$ cat src/rtl/seg_xlate_pkg.sv
package seg_xlate_pkg;
  localparam int unsigned CODE_W = 5;

  typedef enum logic [1:0] {
    REG_BAD    = 2'd0,
    REG_MAPPED = 2'd1,
    REG_DIRECT = 2'd2
  } region_e;

  typedef enum logic [1:0] {
    LK_HIT     = 2'b00,
    LK_NOMATCH = 2'b01,
    LK_INVALID = 2'b10,
    LK_CLEAN   = 2'b11
  } lookup_e;

  localparam logic [CODE_W-1:0] EXC_NONE  = 5'd0;
  localparam logic [CODE_W-1:0] EXC_CLEAN = 5'd1;
  localparam logic [CODE_W-1:0] EXC_TLB_L = 5'd2;
  localparam logic [CODE_W-1:0] EXC_TLB_S = 5'd3;
  localparam logic [CODE_W-1:0] EXC_ADR_L = 5'd4;
  localparam logic [CODE_W-1:0] EXC_ADR_S = 5'd5;
endpackage

$ cat src/rtl/seg_region_decode.sv
module seg_region_decode
  import seg_xlate_pkg::*;
#(
  parameter int unsigned VA_W = 32
) (
  input  logic [VA_W-1:0] vaddr,
  input  logic            user,
  input  logic            error_lvl,
  output region_e         region,
  output logic [VA_W-1:0] direct_paddr
);
  localparam int unsigned WIN_LSB = VA_W - 3;

  logic [2:0] top3;
  assign top3 = vaddr[VA_W-1:WIN_LSB];

  always_comb begin
    region       = REG_MAPPED;
    direct_paddr = '0;
    if (user && vaddr[VA_W-1]) begin
      region = REG_BAD;
    end else if (!vaddr[VA_W-1]) begin
      if (error_lvl) begin
        region       = REG_DIRECT;
        direct_paddr = vaddr;
      end
    end else if (top3 == 3'b100 || top3 == 3'b101) begin
      // both kernel windows drop the three top bits
      region       = REG_DIRECT;
      direct_paddr = {3'b000, vaddr[WIN_LSB-1:0]};
    end
  end

  always_comb begin
    if (region == REG_DIRECT && vaddr[VA_W-1])
      assert_window_kernel_R4: assert (!user);
  end
endmodule

$ cat src/rtl/seg_outcome.sv
module seg_outcome
  import seg_xlate_pkg::*;
#(
  parameter int unsigned VA_W = 32
) (
  input  region_e           region,
  input  logic              store,
  input  logic [VA_W-1:0]   direct_paddr,
  input  logic [1:0]        lk_status,
  input  logic [VA_W-1:0]   lk_paddr,
  output logic              fault,
  output logic [CODE_W-1:0] code,
  output logic [VA_W-1:0]   paddr
);
  always_comb begin
    fault = 1'b0;
    code  = EXC_NONE;
    paddr = '0;
    unique case (region)
      REG_BAD: begin
        fault = 1'b1;
        code  = store ? EXC_ADR_S : EXC_ADR_L;
      end
      REG_DIRECT: paddr = direct_paddr;
      default: begin
        unique case (lookup_e'(lk_status))
          LK_HIT:     paddr = lk_paddr;
          LK_CLEAN: begin
            fault = 1'b1;
            code  = EXC_CLEAN;
          end
          default: begin
            fault = 1'b1;
            code  = store ? EXC_TLB_S : EXC_TLB_L;
          end
        endcase
      end
    endcase
  end

  always_comb begin
    assert_code_zero_on_success_R8: assert (fault || code == EXC_NONE);
  end
endmodule

$ cat src/rtl/seg_fault_regs.sv
module seg_fault_regs #(
  parameter int unsigned VA_W   = 32,
  parameter int unsigned ASID_W = 8
) (
  input  logic            clk,
  input  logic            rst_n,
  input  logic            fault_stb,
  input  logic [VA_W-1:0] fault_addr,
  input  logic            base_we,
  input  logic [VA_W-24:0] base_wdata,
  input  logic            asid_we,
  input  logic [ASID_W-1:0] asid_wdata,
  output logic [VA_W-1:0] badaddr,
  output logic [VA_W-1:0] context_w,
  output logic [VA_W-1:0] entryhi
);
  localparam int unsigned PAIR_LSB = 13;
  localparam int unsigned VPN2_W   = VA_W - PAIR_LSB;
  localparam int unsigned BASE_W   = VA_W - 23;
  localparam int unsigned EH_PAD   = PAIR_LSB - ASID_W;

  logic [VA_W-1:0]   bad_q, bad_d;
  logic [VPN2_W-1:0] vpn2_q, vpn2_d;
  logic [BASE_W-1:0] base_q, base_d;
  logic [ASID_W-1:0] asid_q, asid_d;

  always_comb begin
    bad_d  = bad_q;
    vpn2_d = vpn2_q;
    base_d = base_q;
    asid_d = asid_q;
    if (fault_stb) begin
      bad_d  = fault_addr;
      vpn2_d = fault_addr[VA_W-1:PAIR_LSB];
    end
    if (base_we) base_d = base_wdata;
    if (asid_we) asid_d = asid_wdata;
  end

  always_ff @(posedge clk or negedge rst_n) begin
    if (!rst_n) begin
      bad_q  <= '0;
      vpn2_q <= '0;
      base_q <= '0;
      asid_q <= '0;
    end else begin
      bad_q  <= bad_d;
      vpn2_q <= vpn2_d;
      base_q <= base_d;
      asid_q <= asid_d;
    end
  end

  assign badaddr   = bad_q;
  assign context_w = {base_q, vpn2_q, 4'b0000};
  assign entryhi   = {vpn2_q, {EH_PAD{1'b0}}, asid_q};

  assert_bad_capture_R9: assert property (@(posedge clk) disable iff (!rst_n)
    fault_stb |=> badaddr == $past(fault_addr));
  assert_hold_without_strobe_R12: assert property (@(posedge clk) disable iff (!rst_n)
    !fault_stb |=> $stable(badaddr) && $stable(entryhi[VA_W-1:PAIR_LSB]));
  assert_ctx_tracks_entryhi_R10: assert property (@(posedge clk) disable iff (!rst_n)
    context_w[VA_W-BASE_W-1:4] == entryhi[VA_W-1:PAIR_LSB]);
  assert_asid_kept_R11: assert property (@(posedge clk) disable iff (!rst_n)
    !asid_we |=> $stable(entryhi[ASID_W-1:0]));
endmodule

$ cat src/rtl/seg_xlate_unit.sv
module seg_xlate_unit
  import seg_xlate_pkg::*;
#(
  parameter int unsigned VA_W   = 32,
  parameter int unsigned ASID_W = 8
) (
  input  logic              clk,
  input  logic              rst_n,
  input  logic              req_valid,
  input  logic [VA_W-1:0]   req_vaddr,
  input  logic              req_user,
  input  logic              req_error_lvl,
  input  logic              req_store,
  output logic              tlb_req_o,
  output logic [VA_W-1:0]   tlb_vaddr_o,
  input  logic [1:0]        tlb_status_i,
  input  logic [VA_W-1:0]   tlb_paddr_i,
  input  logic              ctx_base_we,
  input  logic [VA_W-24:0]  ctx_base_wdata,
  input  logic              asid_we,
  input  logic [ASID_W-1:0] asid_wdata,
  output logic              resp_valid,
  output logic              resp_fault,
  output logic [CODE_W-1:0] resp_code,
  output logic [VA_W-1:0]   resp_paddr,
  output logic [VA_W-1:0]   badaddr_o,
  output logic [VA_W-1:0]   context_o,
  output logic [VA_W-1:0]   entryhi_o
);
  // reset: asserted asynchronously, released on a clock edge
  logic [1:0] rst_sync_q;
  logic       rst_int_n;
  always_ff @(posedge clk or negedge rst_n) begin
    if (!rst_n) rst_sync_q <= 2'b00;
    else        rst_sync_q <= {rst_sync_q[0], 1'b1};
  end
  assign rst_int_n = rst_sync_q[1];

  region_e           region;
  logic [VA_W-1:0]   direct_pa;
  logic              out_fault;
  logic [CODE_W-1:0] out_code;
  logic [VA_W-1:0]   out_pa;
  logic              fault_stb;

  seg_region_decode #(.VA_W(VA_W)) u_decode (
    .vaddr        (req_vaddr),
    .user         (req_user),
    .error_lvl    (req_error_lvl),
    .region       (region),
    .direct_paddr (direct_pa)
  );

  seg_outcome #(.VA_W(VA_W)) u_outcome (
    .region       (region),
    .store        (req_store),
    .direct_paddr (direct_pa),
    .lk_status    (tlb_status_i),
    .lk_paddr     (tlb_paddr_i),
    .fault        (out_fault),
    .code         (out_code),
    .paddr        (out_pa)
  );

  assign tlb_req_o   = req_valid && (region == REG_MAPPED);
  assign tlb_vaddr_o = req_vaddr;
  assign fault_stb   = req_valid && out_fault;

  seg_fault_regs #(.VA_W(VA_W), .ASID_W(ASID_W)) u_fregs (
    .clk        (clk),
    .rst_n      (rst_int_n),
    .fault_stb  (fault_stb),
    .fault_addr (req_vaddr),
    .base_we    (ctx_base_we),
    .base_wdata (ctx_base_wdata),
    .asid_we    (asid_we),
    .asid_wdata (asid_wdata),
    .badaddr    (badaddr_o),
    .context_w  (context_o),
    .entryhi    (entryhi_o)
  );

  // response stage: next-state and register processes
  logic              rv_d, rv_q, rf_d, rf_q;
  logic [CODE_W-1:0] rc_d, rc_q;
  logic [VA_W-1:0]   rp_d, rp_q;
  logic              resp_en;

  assign resp_en = req_valid || rv_q;

  always_comb begin
    rv_d = req_valid;
    rf_d = req_valid && out_fault;
    rc_d = req_valid ? out_code : EXC_NONE;
    rp_d = req_valid ? out_pa : '0;
  end

  always_ff @(posedge clk or negedge rst_int_n) begin
    if (!rst_int_n) begin
      rv_q <= 1'b0;
      rf_q <= 1'b0;
      rc_q <= '0;
      rp_q <= '0;
    end else if (resp_en) begin
      rv_q <= rv_d;
      rf_q <= rf_d;
      rc_q <= rc_d;
      rp_q <= rp_d;
    end
  end

  assign resp_valid = rv_q;
  assign resp_fault = rf_q;
  assign resp_code  = rc_q;
  assign resp_paddr = rp_q;

  assert_user_high_adr_err_R1: assert property (@(posedge clk) disable iff (!rst_int_n)
    (req_valid && req_user && req_vaddr[VA_W-1]) |=>
      resp_fault && (resp_code == EXC_ADR_L || resp_code == EXC_ADR_S));
  assert_no_lookup_user_high_R1: assert property (@(posedge clk) disable iff (!rst_int_n)
    (req_user && req_vaddr[VA_W-1]) |-> !tlb_req_o);
  assert_resp_follows_req_R8: assert property (@(posedge clk) disable iff (!rst_int_n)
    req_valid |=> resp_valid);
  assert_fault_has_valid_R8: assert property (@(posedge clk) disable iff (!rst_int_n)
    resp_fault |-> resp_valid && resp_paddr == '0);
  assert_lookup_needs_req_R2: assert property (@(posedge clk) disable iff (!rst_int_n)
    tlb_req_o |-> req_valid);
endmodule

$ cat config.mk
export PLATFORM = sky130hd
export DESIGN_NAME = seg_xlate_unit
export DESIGN_NICKNAME = d
export VERILOG_FILES = /design/src/rtl/seg_xlate_pkg.sv /design/src/rtl/seg_region_decode.sv /design/src/rtl/seg_outcome.sv /design/src/rtl/seg_fault_regs.sv /design/src/rtl/seg_xlate_unit.sv
export SDC_FILE = /design/constraint.sdc
export NUM_CORES = 1
export LEC_CHECK = 0
export ABC_AREA = 1
export CORE_UTILIZATION = 44
export DETAILED_ROUTE_END_ITERATION = 16
export PLACE_DENSITY = 0.87
export SYNTH_ARGS = -nofsm -noshare
export SYNTH_HDL_FRONTEND = slang
export SYNTH_HIERARCHICAL = 1
export SYNTH_SLANG_ARGS = --single-unit
$ cat constraint.sdc
create_clock -name clk -period 5.9 [get_ports clk]
set_input_delay 0.885 -clock clk [delete_from_list [all_inputs] [get_ports clk]]
set_output_delay 0.885 -clock clk [all_outputs]
set_load 0.02 [all_outputs]
After elaboration in Yosys (flattened, before gate mapping)
Index checks and enable logic that the tools add are counted.

cells by class
  eq/ne operators = 5
  reduce and logical (&&, ||, !) cells = 7
  multiplexer cells = 18

operator list
  cell                                                 number
  2-to-1 mux 32 bit                                    4
  one-hot mux 32 bit (2 select lines)                  1
  2-to-1 mux 31 bit                                    1
  2-to-1 mux 29 bit                                    1
  one-hot mux 5 bit (2 select lines)                   2
  2-to-1 mux 2 bit                                     4
  equality test 3 bit, second input constant           2
  2-to-1 mux 5 bit                                     1
  equality test 2 bit, second input constant           2
  zero test 2 bit                                      2
  logical AND 1 bit                                    3
  2-to-1 mux 1 bit                                     3
  equality test 2 x 1 -> 1 bit, second input constant  1
  logical OR 1 bit                                     2
  one-hot mux 1 bit (2 select lines)                   1

word-level totals
  input bits = 91
  flip-flop bits (word level) = 109

Depth between registers and ports, before layout
Gate-level depths: netlist of the first run.

  word-level depth = 8
  depth in mapped cells = 16

Cells and area by module
Netlist of the first run, hierarchy kept.

modules (own cells, without submodules)
  module             instances  area an instance (µm²)  sequential area each (µm²)  cells an instance
  seg_fault_regs     1          2292.2                  1226.2                      256
  seg_xlate_unit     1          1771.7                  1026.0                      201
  seg_outcome        1          580.6                   0.0                         124
  seg_region_decode  1          409.1                   0.0                         76

Worst setup path before layout of the first run
Ideal clock, no wire load.

  kind = input -> output
  start = in req_user
  end = out tlb_req_o
  setup slack = 3.224 ns
  cell stages on the path = 5
  arrival time = 1.791 ns
  data required time = 5.015 ns
  cells stage by stage = nand2_1 inv_1 a21oi_1 nand2_1 nor2_1

between the ends
  word-level cells in the longest chain between the ends = 4

RTL lines
  item                          RTL line                 text
  from (decl)                   seg_xlate_unit.sv:11     input logic req_user,
  logical AND 1 bit             seg_region_decode.sv:20  if (user && vaddr[VA_W-1]) begin
  2-to-1 mux 2 bit              seg_region_decode.sv:20
  net region[0]                 seg_xlate_unit.sv:39     region_e region;
  equality test 2 x 1 -> 1 bit  seg_xlate_unit.sv:65     assign tlb_req_o = req_valid && (region == REG_MAPPED);
  logical AND 1 bit             seg_xlate_unit.sv:65
  to (decl)                     seg_xlate_unit.sv:14     output logic tlb_req_o,

The timed path passes the listed nets, and every way through them passes these cells.

Worst setup path after layout of the first run
  start = in req_vaddr[31]
  end = out tlb_req_o

between the ends
  word-level cells in the longest chain between the ends = 7

RTL lines
  item                              RTL line                 text
  from (decl)                       seg_xlate_unit.sv:10     input logic [VA_W-1:0] req_vaddr,
  equality test 3 bit               seg_region_decode.sv:27  end else if (top3 == 3'b100 || top3 == 3'b101) begin
  logical OR 1 bit                  seg_region_decode.sv:27
  2-to-1 mux 2 bit                  seg_region_decode.sv:27
  2-to-1 mux 2 bit                  seg_region_decode.sv:22  end else if (!vaddr[VA_W-1]) begin
  2-to-1 mux 2 bit (*)              seg_region_decode.sv:20
  net region[0]                     seg_xlate_unit.sv:39
  equality test 2 x 1 -> 1 bit (*)  seg_xlate_unit.sv:65
  logical AND 1 bit (*)             seg_xlate_unit.sv:65

The timed path passes the listed nets; every way through them passes the cells marked *.

==> reports/qor.yml, run 1 <==
power:
  power_mw: 1.971
  power_leakage_nw: 3.688
  p_int_mw: 1.342
  power_density_mw_per_mm2: 272.6
  clkPwrFrac_pct: 31.7
  combPwrFrac_pct: 31.4
  ir_worst_vdd_mv: 0.1803
  seq_power_share_pct: 36.9
  swShare_pct: 31.93
  power.switching_mw: 0.6293
synth:
  synth_area_mm2: 0.005054
  yosysUniqueCellTypes: 21
  synth_cells: 657
  yosys_warnings: 6
  yosysSeqAreaShare_pct: 44.57
  synth-async-reset-ratio_pct: 100.0
  syn_area_per_cell_um2: 7.692
  ys_seq_elements: 90
  ys.flop_type: "dfrtp_1"
  synth_enable_flop_cells: 0
critical_path:
  slowest_stage: "clkdlybuf4s50_1"
  crit_path_cell_trace: "clkdlybuf4s50_1, nand2_1, a21oi_1, nand2_1, nor2_1, clkdlybuf4s50_1"
  crit_family: "buffers and inverters"
  critPathLaunchType: "input pin"
  crit_type: "in -> out"
  cp-end-kind: "output pin"
  slowest_delay_ns: 0.64
  cp_max_fo: 7
  cp.required_ns: 5.02
  cp_num_buf_inv: 2
  cp.arrival_ns: 3.07
global_routing:
  grt_pass1_vias: 4139
  gr-usage-met1_pct: 26.89
  overflow: 0
  antenna_found_initial: 0
  use_met2_pct: 41.06
  grt.busiest_layer: "met2"
  grt_max_degree: 85
  grt_pass1_wl_um: 21100
  grt_usage_pct: 23.30
  met3_usage_pct: 6.037
finish:
  regArea_mm2: 0.002256
  multi_input_area_mm2: 0.001787
  fill_cells: 934
  layout.cells.non_filler: 966
  layout-drive-gt1-share_pct: 10.29
  nets: 914
  syn_to_final_growth_pct: 43.08
  antenna-diode-count: 0
timing:
  slew_headroom_pct: 28.94
  worst_pin_slew_ns: 1.066
  finalHoldViolations: 0
  slew_violations: 0
  max_freq_ghz: 0.2526
  clock_skew_ns: 0.01167
  rsz0062_at_grt: "false"
  finalCriticalPeriod_ns: 3.958
  tns_ns: 0
  fin_crit_sh_pct: 67.09
  setup_viol: 0
hold_path:
  min_path_type: "reg -> async"
job:
  maxCapViolCount: 0
clock_network:
  path_clk_slew_ns: 0.07
  cts_setup_buffers: 0
  cts_root_buffer: "clkbuf_16"
  clkLatencyLatePin_ns: 0.33
  clock_path_buffers: 2
  numCtsBuffers: 9
  clock-sinks: 90
  ctsHoldBuffers: 0
  cts_tree: "yes"
  htreeDepth: 3
  cts_resized: 0
routing:
  vias_per_cell: 4.595
  drt_iter0_drc: 176
  wl_per_cell_um: 14.22
  dr.pass1.iters: 4
  vias: 4439
  drt_wl_total_um: 13740
  drc_errors: 0
  ant_nets: 0
run_status:
  outcome: "complete, no violations"
place:
  dpl.hpwl_um: 10180
  io_buffers: 249
  gp_congestion: 0.8291
  dp_cells: 950
die:
  die_w_um: 109.2
  core_mm2: 0.01103
  pin_count: 259
  initial_core_util_pct: 45.81
  die-area_mm2: 0.01192
  die_h_um: 109.2
  fp-row-count: 38
==> power by group through the flow <==
stage / logic (mW) / clock network (mW) / registers (mW)
after CTS: 0.623 / 0.638 / 0.728
after global placement: 0.613 / 0 / 0.738
after detailed placement: 0.622 / 0 / 0.739
final: 0.618 / 0.625 / 0.728
after floorplan: 0.301 / 0 / 0.816
after global routing: 0.663 / 0.658 / 0.737
==> stage by stage <==
step,hold WS (ns),setup WS [ns],cell area (um2),utilization (%)
4_1_cts,0.1123,1.951,7231,65.55
3_5_place_dp,0.1050,1.832,6907,62.61
5_1_grt,0.1151,1.771,7231,65.55
2_1_floorplan,0.3312,3.208,5087,-
6_report,0.1088,1.942,7231,65.55
3_3_place_gp,0.1008,1.975,6907,62.61
==> flip-flops by register name, indices dropped and copies added, names as in the netlist <==
name / flops
resp_paddr: 32
u_fregs/badaddr: 32
u_fregs/base_q: 9
u_fregs/asid_q: 8
resp_code: 5
rst_sync_q: 2
resp_fault: 1
resp_valid: 1
==> kinds of logic (layout without fill, tap and decap cells) <==
family	after synthesis	after routing	share of synthesized area, %
other cells	4	13	0.2970
fa+ha+maj	2	2	0.4951
simple gates	408	408	33.65
buf+inv	152	312	20.90
flops	90	90	44.57
compound gates	1	1	0.09894
==> placed cells by master, fill, tap and decap left out <==
master	netlist	routed
a21oi_1	1	1
buf_2	6	1
buf_4	84	4
bufinv_16	0	2
clkbuf_16	0	9
clkdlybuf4s50_1	0	248
clkinv_2	0	1
clkinv_4	0	1
clkinvlp_4	0	1
conb_1	4	13
dfrtp_1	90	89
dfrtp_4	0	1
ha_1	2	2
inv_1	39	39
inv_2	2	2
inv_4	1	1
inv_6	0	2
inv_8	1	1
nand2_1	344	344
nand2_2	27	27
nand3_2	1	1
nor2_1	6	5
nor2_2	26	26
nor2_4	4	5
==> worst register-to-register path: stages, from the launching register on <==
cell and delay (ns):
dfrtp_1 0.41, nor2_4 0.70, nand2_1 0.13, nand2_1 0.10
==> per-layer routing <==
metal / up-vias / part of all wire [%]
met5: - / 0
met4: 0 / 2.9
met3: 33 / 9.0
met2: 212 / 49
met1: 2033 / 39
li1: 2161 / -
==> Yosys cell counts, types with 3 or more instances <==
library cell,count,share of area [%]
nand2_1,344,26
dfrtp_1,90,45
buf_4,84,12
inv_1,39,2.9
nand2_2,27,3.3
nor2_2,26,3.2
buf_6,9,2.0
buf_2,6,0.59
nor2_1,6,0.45
conb_1,4,0.30
nor2_4,4,0.89
clkbuf_1,3,0.22
clkbuf_8,3,0.82
==> cell type report <==
type                       count  area share, %
clock buffer                   9          3.115
clock inverter                 7          1.367
inverter                      43          2.371
multi-input combinational    424          24.71
sequential                    90          31.20
tap                          140          2.423
timing repair buffer         253          34.82
==> worst paths after layout <==
kind / start / to / slack, ns / cells past startpoint
setup / recovery: req_vaddr[31] / tlb_req_o / 1.94 / 6
hold / removal: rst_sync_q[1] / u_fregs/badaddr[4] / 0.11 / 0
setup reg to reg: resp_valid / resp_paddr[25] / 4.49 / 3
hold reg to reg: rst_sync_q[1] / u_fregs/badaddr[4] / 0.11 / 0
max in group asynchronous: rst_sync_q[1] / u_fregs/badaddr[13] / 4.54 / 1
min in group clk: rst_sync_q[0] / rst_sync_q[1] / 0.35 / 0
Power figures use the tool's default switching activity.
==> run 2: changes to the inputs <==
Settings changed: CORE_UTILIZATION 44 to 41, PLACE_DENSITY 0.87 to 0.81.
Clock period 5.9 ns to 4.1 ns, I/O delays scaled along.
==> reports/qor.yml, run 2 (same netlist as run 1, synthesis figures left out) <==
timing:
  max_freq_ghz: 0.2990
  slew_violations: 0  # unchanged
  setup_viol: 0  # unchanged
  rsz0062_at_grt: "false"
  slew_headroom_pct: 39.68  # +11 points
  setup_slack_ns: 0.7559  # -1.186 ns
  tns_ns: 0  # unchanged
  worst_pin_slew_ns: 0.9026  # -0.1633 ns
  finalCriticalPeriod_ns: 3.344
  fin_crit_sh_pct: 81.56
  finalHoldViolations: 0  # unchanged
  clock_skew_ns: 0.003405  # -0.008267 ns
clock_network:
  cts_tree: "yes"
  cts_root_buffer: "clkbuf_16"
  ctsHoldBuffers: 0  # unchanged
  clock-sinks: 90  # unchanged
  cts_setup_buffers: 0  # unchanged
  clock_path_buffers: 2  # unchanged
  numCtsBuffers: 9  # unchanged
  cts_resized: 0  # unchanged
  path_clk_slew_ns: 0.06  # about the same
  clkLatencyLatePin_ns: 0.34  # about the same
  htreeDepth: 3  # unchanged
critical_path:
  cp.required_ns: 3.48  # -1.54 ns
  crit_path_cell_trace: "clkdlybuf4s50_1, nand2_1, a21oi_1, nand2_1, nor2_1, clkdlybuf4s50_1"
  cp_max_fo: 7  # unchanged
  cp-end-kind: "output pin"
  critPathLaunchType: "input pin"
  slowest_stage: "clkdlybuf4s50_1"
  cp.arrival_ns: 2.73  # -0.34 ns
  crit_type: "in -> out"
  slowest_delay_ns: 0.63  # about the same
finish:
  layout-drive-gt1-share_pct: 10.51  # +0.22 points
  syn_to_final_growth_pct: 44.57
  antenna-diode-count: 0  # unchanged
  regArea_mm2: 0.002256  # unchanged
  final_cell_mix: "nand2_1, clkdlybuf4s50_1, dfrtp_1"
  multi_input_area_mm2: 0.001787  # unchanged
  nets: 916  # +0.22%
  final_common_cell: "nand2_1"
  fill_cells: 1078  # +15%
power:
  power_leakage_nw: 3.721  # +0.90%
  power_mw: 2.961  # +50%
  power_density_mw_per_mm2: 405.4  # +49%
  ir_worst_vdd_mv: 0.2321  # +29%
routing:
  vias_per_cell: 4.566  # -0.63%
  ant_nets: 0  # unchanged
  dr.pass1.iters: 6  # +2
  drc_errors: 0  # unchanged
  drt_iter0_drc: 194  # +10%
  vias: 4452  # +0.29%
  drt_wl_total_um: 13700  # -0.29%
  wl_per_cell_um: 14.05  # -1.2%
global_routing:
  grt_usage_pct: 22.32  # -0.98 points
  grt_pass1_vias: 4483  # +8.3%
  antenna_found_initial: 0  # unchanged
  grt_max_degree: 46  # -46%
  overflow: 0  # unchanged
  grt_pass1_wl_um: 22050  # +4.5%
die:
  die_w_um: 113.0  # +3.5%
  initial_core_util_pct: 42.07  # -3.7 points
  fp-row-count: 40  # +5.3%
  die_h_um: 113.0  # +3.5%
  core_mm2: 0.01201  # +8.9%
  pin_count: 259  # unchanged
  die-area_mm2: 0.01277  # +7.2%
place:
  io_buffers: 249  # unchanged
  place_ws_ns: 0.7456  # -1.086 ns
  dpl.hpwl_um: 9934  # -2.4%
  gp_congestion: 0.7866  # -5.1%
job:
  maxCapViolCount: 0  # unchanged
hold_path:
  min_path_type: "reg -> async"
run_status:
  outcome: "complete, no violations"
## run 2: changes by cell type in the layout (fill, tap and decap cells not counted), sizes merged
cell    delta
clkinv     -2
inv        -1
bufinv     +2
buf        +2
clkbuf     +1
## run 2: where the power goes
part           total, mW  internal (mW)  switching (mW)
Sequential          1.05          0.976          0.0769
Clock               1.03          0.676           0.350
Combinational      0.882          0.417           0.466
## run 2: final cells by class
type | count | share of cell area [%]
Clock buffer | 10 | 3.271
Clock inverter | 6 | 1.867
Inverter | 43 | 2.346
Multi-Input combinational cell | 424 | 24.46
Sequential cell | 90 | 30.88
Tap cell | 147 | 2.518
Timing Repair Buffer | 255 | 34.66
## run 2: final timing paths
kind / startpoint / endpoint / slack [ns] / cells past startpoint
hold reg to reg: rst_sync_q[1] / resp_paddr[3] / 0.33 / 0
setup / recovery: req_vaddr[31] / tlb_req_o / 0.76 / 6
max in group asynchronous: rst_sync_q[1] / resp_paddr[31] / 2.76 / 1
setup reg to reg: resp_valid / resp_paddr[27] / 2.70 / 3
min in group clk: rst_sync_q[0] / rst_sync_q[1] / 0.36 / 0
hold / removal: rst_sync_q[1] / resp_paddr[3] / 0.33 / 0
## run 2: stage by stage
stage / utilization, % / hold WS, ns / cell area [um2] / cells
after floorplan: - / 0.3194 / 5087 / 666
after global placement: 57.70 / 0.3353 / 6930 / 959
after detailed placement: 57.70 / 0.3410 / 6930 / 959
after CTS: 60.82 / 0.3576 / 7306 / 975
after global routing: 60.82 / 0.3763 / 7306 / 975
final: 60.82 / 0.3280 / 7306 / 975
## run 2: routing by layer
metal	track usage, %	part of all wire, %	vias up	routed length (um)
met5	0	0	-	0
met1	23.48	39	2081	5297
met3	6.374	7.9	20	1082
met2	41.84	51	182	7037
li1	-	-	2169	-
met4	8.596	2.1	0	281
## run 2: critical path, delay by kind of cell
family	cells	cell delay (ns)
buffers and inverters	2	1.23
and+or+nand+nor	3	0.34
AOI/OAI and AO/OA	1	0.54
